===== src/rtl/i2cx_pkg.sv =====
package i2cx_pkg;
    localparam int BYTE_W = 8;
    localparam int ADDR_W = 7;

    typedef enum logic [3:0] {
        ST_IDLE, ST_START, ST_BLO, ST_BHI, ST_ALO, ST_AHI,
        ST_WAIT, ST_RLO, ST_RHI, ST_PLO, ST_PHI
    } bus_st_t;

    typedef enum logic [1:0] {
        K_ADDR, K_WR, K_RD
    } kind_t;
endpackage


===== src/rtl/i2cx_cmd.sv =====
module i2cx_cmd import i2cx_pkg::*; #(
    parameter int LEN_W = 8
) (
    input  logic              clk,
    input  logic              rst_n,
    input  logic              go_i,
    input  logic [ADDR_W-1:0] cfg_addr_i,
    input  logic              cfg_read_i,
    input  logic [LEN_W-1:0]  cfg_len_i,
    input  logic              take_i,
    output logic              pend_o,
    output logic              rearm_ok_o,
    output logic [ADDR_W-1:0] addr_q_o,
    output logic              read_q_o
);
    logic start_q;

    assign pend_o     = start_q | go_i;
    assign rearm_ok_o = pend_o & cfg_read_i & (cfg_len_i != '0);

    always_ff @(posedge clk or negedge rst_n) begin
        if (!rst_n) begin
            start_q  <= 1'b0;
            addr_q_o <= '0;
            read_q_o <= 1'b0;
        end else begin
            start_q <= pend_o & ~take_i;
            if (take_i) begin
                addr_q_o <= cfg_addr_i;
                read_q_o <= cfg_read_i;
            end
        end
    end

    // the engine only takes a command that is actually pending
    p_take_pending_r5: assert property (@(posedge clk) disable iff (!rst_n)
        take_i |-> pend_o);
endmodule


===== src/rtl/i2cx_shift.sv =====
module i2cx_shift #(
    parameter int DW = 8
) (
    input  logic          clk,
    input  logic          rst_n,
    input  logic          load_i,
    input  logic [DW-1:0] load_val_i,
    input  logic          step_i,
    input  logic          sin_i,
    output logic          msb_o,
    output logic          last_o,
    output logic [DW-1:0] data_o
);
    localparam int CW = $clog2(DW);

    logic [DW-1:0] sh;
    logic [CW-1:0] bc;

    always_ff @(posedge clk or negedge rst_n) begin
        if (!rst_n) begin
            sh <= '0;
            bc <= '0;
        end else if (load_i) begin
            sh <= load_val_i;
            bc <= '0;
        end else if (step_i) begin
            sh <= {sh[DW-2:0], sin_i};
            bc <= bc + 1'b1;
        end
    end

    assign msb_o  = sh[DW-1];
    assign last_o = (bc == CW'(DW-1));
    assign data_o = sh;
endmodule


===== src/rtl/i2cx_master.sv =====
module i2cx_master import i2cx_pkg::*; #(
    parameter int LEN_W = 8
) (
    input  logic              clk,
    input  logic              rst_n,
    input  logic              tick_i,
    input  logic              go_i,
    input  logic [ADDR_W-1:0] cfg_addr_i,
    input  logic              cfg_read_i,
    input  logic [LEN_W-1:0]  cfg_len_i,
    input  logic [BYTE_W-1:0] tx_data_i,
    input  logic              tx_valid_i,
    output logic              tx_pop_o,
    output logic [BYTE_W-1:0] rx_data_o,
    output logic              rx_valid_o,
    output logic              scl_oe_o,
    output logic              sda_oe_o,
    input  logic              sda_i,
    output logic              ta_o,
    output logic              done_o,
    output logic              err_o
);
    localparam logic [LEN_W-1:0] ONE = LEN_W'(1);

    bus_st_t st, st_n;
    kind_t   kind, kind_n;
    logic [LEN_W-1:0] cnt;

    logic pend, rearm_ok, take, cur_read;
    logic [ADDR_W-1:0] cur_addr;
    logic ld, step, sh_msb, sh_last, wr_fin;
    logic [BYTE_W-1:0] ld_val;
    logic cnt_ld, cnt_dec, e_set, d_set;

    i2cx_cmd #(.LEN_W(LEN_W)) u_cmd (
        .clk(clk), .rst_n(rst_n), .go_i(go_i),
        .cfg_addr_i(cfg_addr_i), .cfg_read_i(cfg_read_i), .cfg_len_i(cfg_len_i),
        .take_i(take), .pend_o(pend), .rearm_ok_o(rearm_ok),
        .addr_q_o(cur_addr), .read_q_o(cur_read)
    );

    i2cx_shift #(.DW(BYTE_W)) u_shift (
        .clk(clk), .rst_n(rst_n), .load_i(ld), .load_val_i(ld_val),
        .step_i(step), .sin_i(sda_i), .msb_o(sh_msb), .last_o(sh_last),
        .data_o(rx_data_o)
    );

    // next state and control strobes
    always_comb begin
        st_n = st; kind_n = kind;
        take = 1'b0; ld = 1'b0; ld_val = '0; step = 1'b0;
        tx_pop_o = 1'b0; rx_valid_o = 1'b0;
        e_set = 1'b0; d_set = 1'b0; cnt_ld = 1'b0; cnt_dec = 1'b0;
        wr_fin = 1'b0;
        unique case (st)
            ST_IDLE: if (pend) begin
                take = 1'b1; cnt_ld = 1'b1; st_n = ST_START;
            end
            ST_START: if (tick_i) begin
                ld = 1'b1; ld_val = {cur_addr, cur_read};
                kind_n = K_ADDR; st_n = ST_BLO;
            end
            ST_BLO: if (tick_i) st_n = ST_BHI;
            ST_BHI: if (tick_i) begin
                step = 1'b1;
                st_n = sh_last ? ST_ALO : ST_BLO;
            end
            ST_ALO: if (tick_i) st_n = ST_AHI;
            ST_AHI: if (tick_i) begin
                unique case (kind)
                    K_ADDR: begin
                        if (sda_i) begin
                            e_set = 1'b1; st_n = ST_PLO;
                        end else if (cur_read) begin
                            if (cnt == '0) st_n = ST_PLO;
                            else begin
                                kind_n = K_RD; ld = 1'b1; st_n = ST_BLO;
                            end
                        end else if (cnt == '0) wr_fin = 1'b1;
                        else begin
                            kind_n = K_WR; st_n = ST_WAIT;
                        end
                    end
                    K_WR: begin
                        cnt_dec = 1'b1;
                        if (sda_i) begin
                            e_set = 1'b1; st_n = ST_PLO;
                        end else if (cnt == ONE) wr_fin = 1'b1;
                        else st_n = ST_WAIT;
                    end
                    K_RD: begin
                        rx_valid_o = 1'b1; cnt_dec = 1'b1;
                        if (cnt == ONE) st_n = ST_PLO;
                        else begin
                            ld = 1'b1; st_n = ST_BLO;
                        end
                    end
                    default: st_n = ST_PLO;
                endcase
                if (wr_fin) begin
                    if (rearm_ok) begin
                        take = 1'b1; cnt_ld = 1'b1; st_n = ST_RLO;
                    end else st_n = ST_PLO;
                end
            end
            ST_WAIT: if (tick_i && tx_valid_i) begin
                tx_pop_o = 1'b1; ld = 1'b1; ld_val = tx_data_i; st_n = ST_BLO;
            end
            ST_RLO: if (tick_i) st_n = ST_RHI;
            ST_RHI: if (tick_i) st_n = ST_START;
            ST_PLO: if (tick_i) st_n = ST_PHI;
            ST_PHI: if (tick_i) begin
                d_set = 1'b1; st_n = ST_IDLE;
            end
            default: st_n = ST_IDLE;
        endcase
    end

    // state register, counter and status flags
    always_ff @(posedge clk or negedge rst_n) begin
        if (!rst_n) begin
            st <= ST_IDLE; kind <= K_ADDR; cnt <= '0;
            done_o <= 1'b0; err_o <= 1'b0;
        end else begin
            st <= st_n; kind <= kind_n;
            if (cnt_ld) cnt <= cfg_len_i;
            else if (cnt_dec) cnt <= cnt - ONE;
            if (st == ST_IDLE && take) begin
                done_o <= 1'b0; err_o <= 1'b0;
            end else begin
                if (e_set) err_o <= 1'b1;
                if (d_set) done_o <= 1'b1;
            end
        end
    end

    // bus line controls per state
    always_comb begin
        scl_oe_o = 1'b0; sda_oe_o = 1'b0;
        unique case (st)
            ST_IDLE, ST_RHI: ;
            ST_START: sda_oe_o = 1'b1;
            ST_BLO: begin
                scl_oe_o = 1'b1; sda_oe_o = (kind != K_RD) && !sh_msb;
            end
            ST_BHI: sda_oe_o = (kind != K_RD) && !sh_msb;
            ST_ALO: begin
                scl_oe_o = 1'b1; sda_oe_o = (kind == K_RD) && (cnt != ONE);
            end
            ST_AHI: sda_oe_o = (kind == K_RD) && (cnt != ONE);
            ST_WAIT, ST_RLO: scl_oe_o = 1'b1;
            ST_PLO: begin
                scl_oe_o = 1'b1; sda_oe_o = 1'b1;
            end
            ST_PHI: sda_oe_o = 1'b1;
            default: ;
        endcase
    end

    assign ta_o = (st != ST_IDLE);

    p_ta_after_go_r4: assert property (@(posedge clk) disable iff (!rst_n)
        (!ta_o && go_i) |=> ta_o);
    p_tick_hold_r13: assert property (@(posedge clk) disable iff (!rst_n)
        (ta_o && !tick_i) |=> ($stable(scl_oe_o) && $stable(sda_oe_o)));
    p_pop_valid_r8: assert property (@(posedge clk) disable iff (!rst_n)
        tx_pop_o |-> tx_valid_i);
    p_err_stop_r6: assert property (@(posedge clk) disable iff (!rst_n)
        $rose(err_o) |-> (st == ST_PLO));
    p_done_idle_r12: assert property (@(posedge clk) disable iff (!rst_n)
        $rose(done_o) |-> !ta_o);
    p_rx_lowclk_r11: assert property (@(posedge clk) disable iff (!rst_n)
        rx_valid_o |=> scl_oe_o);
endmodule


===== config.mk =====
export PLATFORM = sky130hd
export DESIGN_NAME = i2cx_master
export DESIGN_NICKNAME = d
export VERILOG_FILES = /design/src/rtl/i2cx_pkg.sv /design/src/rtl/i2cx_cmd.sv /design/src/rtl/i2cx_shift.sv /design/src/rtl/i2cx_master.sv
export SDC_FILE = /design/constraint.sdc
export NUM_CORES = 1
export LEC_CHECK = 0
export BUFFER_PORTS_ARGS = -buffer_cell sky130_fd_sc_hd__buf_2
export CAP_MARGIN = 20
export CORE_MARGIN = 2
export CORE_UTILIZATION = 51
export DETAILED_ROUTE_END_ITERATION = 8
export GPL_TIMING_DRIVEN = 0
export HOLD_SLACK_MARGIN = 0.05
export PLACE_DENSITY = 0.87
export RECOVER_POWER = 50
export SLEW_MARGIN = 20
export SYNTH_ARGS = -nofsm -noshare
export SYNTH_HDL_FRONTEND = slang
export SYNTH_SLANG_ARGS = --single-unit
export TNS_END_PERCENT = 20

===== constraint.sdc =====
create_clock -name clk -period 2.04 [get_ports clk]
set_input_delay 0.204 -clock clk [delete_from_list [all_inputs] [get_ports clk]]
set_output_delay 0.204 -clock clk [all_outputs]
set_load 0.01 [all_outputs]

==> results by group <==
Run status
  • Status: complete, but fails checks
  • Failing checks: negative setup slack

Global routing
  • Vias in the first global route: 2158
  • Global route overflow: 0
  • GRT Util Overall: 0.242
  • Largest net degree at the start of global routing: 37
  • First-pass GRT wire length: 10100 um
  • Initial antenna violation count: 0

Drt
  • Met2 routed WL: 3270 um
  • Drt wl/cell: 17.2 um
  • Metal1 wirelength: 2640 um
  • DR iter-0 viols: 215
  • Top sig layer: met4
  • Residual DRC count: 0
  • Via-per-instance ratio: 5.81
  • Pre-antenna DRT Iters: 4
  • Via Count: 2156
  • Final wirelength: 6390 um
  • Met3 WL: 347 um
  • Number of routed nets with antenna violations: 0

Setup path
  • CP cell instances: or3_4 > o31ai_4 > o22ai_2 > buf_2
  • Bufs and invs on worst path: 1
  • Slowest CP cell: dfrtp_1
  • Crit Path Max Fanout: 3
  • Top delay family on crit path: compound AO/OA/AOI/OAI gates
  • Largest stage delay on the critical path: 0.45 ns
  • WP data required: 1.84 ns
  • CP Launch Type: register
  • Critical path endpoint category: output port
  • Critical path arrival: 1.86 ns
  • Setup CP Type: reg2out

Clocking
  • CTS Buf Count: 5
  • H-tree levels: 2
  • Reg clk slew, reported paths: 0.07 ns
  • Clock Path Buffers: 2
  • CTS tree: done
  • CTS Sinks: 36
  • Latest clock arrival within the worst-skew pair: 0.29 ns
  • Clock root cell: clkbuf_8

Floorplanning
  • Die H: 74.0 um
  • Rows: 25
  • Die ar.: 5470 um2
  • Starting Density: 0.529
  • Ports: 45
  • Core ar.: 4720 um2
  • Die W: 74.0 um

Logic synthesis
  • Top post-synthesis cells by count: 36 x dfrtp_1, 23 x nor2_1, 12 x o21ai_0
  • Share of the synthesized area in the top cell type: 0.361
  • Synth area leader: dfrtp_1
  • Async SR Flop Fraction: 1.00
  • Sequential-to-total area share from yosys stat: 0.361
  • Synth cell types: 66
  • Syn Nets: 277
  • Most numerous cell in the Yosys netlist: dfrtp_1
  • Cell count after synthesis: 238
  • Dominant cells by area after synthesis: dfrtp_1 36%, mux2_4 6.0%, ha_1 4.5%
  • Synth warnings: 0
  • Syn Area/Cell: 10.5 um2
  • Post-synth EDFFs: 0
  • FF+latch count, synth: 36
  • Post-Syn Area: 2500 um2
  • Dominant synthesized flop cell: dfrtp_1

Timing
  • Slew margin rel.: 0.413
  • Final worst slack: -0.0217 ns
  • Final hold viol count: 0
  • Slew Viols, Final: 0
  • RSZ-0062 raised after global routing: yes
  • Final period util: 1.01
  • Fmax achieved: 485 MHz
  • Worst Tran Pin Value: 0.881 ns
  • Setup TNS: -0.0217 ns
  • Final Skew: 0.00964 ns
  • Clock period minus worst slack: 2.06 ns
  • Setup-failing EPs final: 1

Power and ir drop
  • Logic pwr share: 0.506
  • Int Pwr: 2.42 mW
  • Switching Share: 0.394
  • Clk pwr share: 0.157
  • NetSw: 1.58 mW
  • Sequential power share: 0.338
  • Cell leakage power: 1.38 nW
  • PwrDens: 1280 nW/um2
  • Worst-case vdd ir drop: 852 uV

Final layout
  • Area delta synth->final: 24.8%
  • Filler cell count: 369
  • Ant diodes: 0
  • Layout Nets: 342
  • Post-Layout Cell Count: 371
  • Proportion of layout cells with a drive suffix above 1: 0.385

Place
  • DP Worst Slack: -0.249 ns
  • Placed insts: 349
  • Gpl congestion: 0.899
  • PortBufs: 44
  • Detailed placer's ending HPWL: 4300 um

Job
  • MaxCap Viol Count: 0

Hold path
  • Worst hold path type: in2reg
## area by class of cell
type	instances	area, um2	share of cell area
plain buffers	11	77.6	0.0249
clock buffers	6	72.6	0.0233
clock inverters	2	35.0	0.0112
inverters	11	41.3	0.0132
multi-input cells	180	1580	0.505
flip-flops and latches	36	903	0.290
well taps	67	83.8	0.0269
repair buffers	58	328	0.105
## logic make-up (layout without fill, tap and decap cells)
kind of cell    count (synthesis)  after routing  synth area share
compound gates                 62             62             0.205
mux                            20             20             0.103
simple gates                   81             81             0.213
fa+ha+maj                       9              9            0.0451
buf+inv                        22             88            0.0446
flops                          36             36             0.361
xor+xnor                        8              8            0.0281
## path summary, 6_finish.rpt
kind | from | end | slack, ns | cells after the start
hold / removal | cfg_addr_i[3] | u_cmd.addr_q_o[3]$_DFFE_PN0P_ | 0.13 | 2
min in group asynchronous | rst_n | done_o$_DFFE_PN0P_ | 0.57 | 2
setup reg to reg | kind[0]$_DFFE_PN0P_ | cnt[3]$_DFFE_PN0P_ | 0.03 | 9
setup / recovery | cnt[6]$_DFFE_PN0P_ | sda_oe_o | -0.02 | 4
max in group asynchronous | rst_n | st[0]$_DFFE_PN0P_ | 0.87 | 2
hold reg to reg | u_cmd.addr_q_o[3]$_DFFE_PN0P_ | u_cmd.addr_q_o[3]$_DFFE_PN0P_ | 0.49 | 1
## stage by stage
stage | area (um2) | power [mW] | util | hold WS [ns]
finish | 3120 | 4.00 | 0.660 | 0.126
global route | 3120 | 4.24 | 0.660 | 0.123
CTS | 3070 | 3.96 | 0.649 | 0.123
detailed placement | 2800 | 3.11 | 0.593 | 0.334
global placement | 2800 | 3.03 | 0.593 | 0.327
floorplan | 2500 | 2.64 | - | -0.0916
## power groups by stage
stage | logic, mW | clock network (mW) | registers (mW)
3_3_place_gp | 1.72 | 0 | 1.31
2_1_floorplan | 1.35 | 0 | 1.29
3_5_place_dp | 1.78 | 0 | 1.33
4_1_cts | 2.01 | 0.636 | 1.31
6_report | 2.02 | 0.627 | 1.35
5_1_grt | 2.19 | 0.662 | 1.39
## sequential cells by signal (all words and copies together) (netlist names), 2 cells and up
| signal | flops |
|---|---|
| cnt | 8 |
| u_cmd.addr_q_o | 7 |
| u_shift.bc | 3 |
| kind | 2 |
| st | 4 |
| u_shift.data_o | 8 |
## placed cells by master (no fill, tap or decap), types with 5 or more instances in the layout
cell / n
a21oi_1: 6
a22o_1: 8
buf_2: 39
buf_4: 13
clkbuf_1: 10
clkbuf_8: 5
dfrtp_1: 34
inv_1: 6
inv_2: 5
mux2_4: 10
nand2_1: 9
nand3_1: 5
nor2_1: 22
o21ai_0: 12
o22a_1: 8
xor2_1: 6
## metal layers
metal / vias up / track usage
li1: 1017 / -
met1: 1058 / 0.300
met2: 70 / 0.413
met3: 11 / 0.0583
met4: 0 / 0.0889
met5: - / 0
## timing repair
| action | 4_1_cts | 5_1_grt |
|---|---|---|
| cloned | 1 | 0 |
| endpoints found under the hold margin | 36 | 0 |
| pin swaps | 2 | 5 |
| resized for setup | 15 | 17 |
| endpoints found under the setup margin | 16 | 26 |
| buffers inserted | 9 | 4 |
| hold buffers | 1 | 0 |
Note: power is estimated with default switching activity, not from simulation.
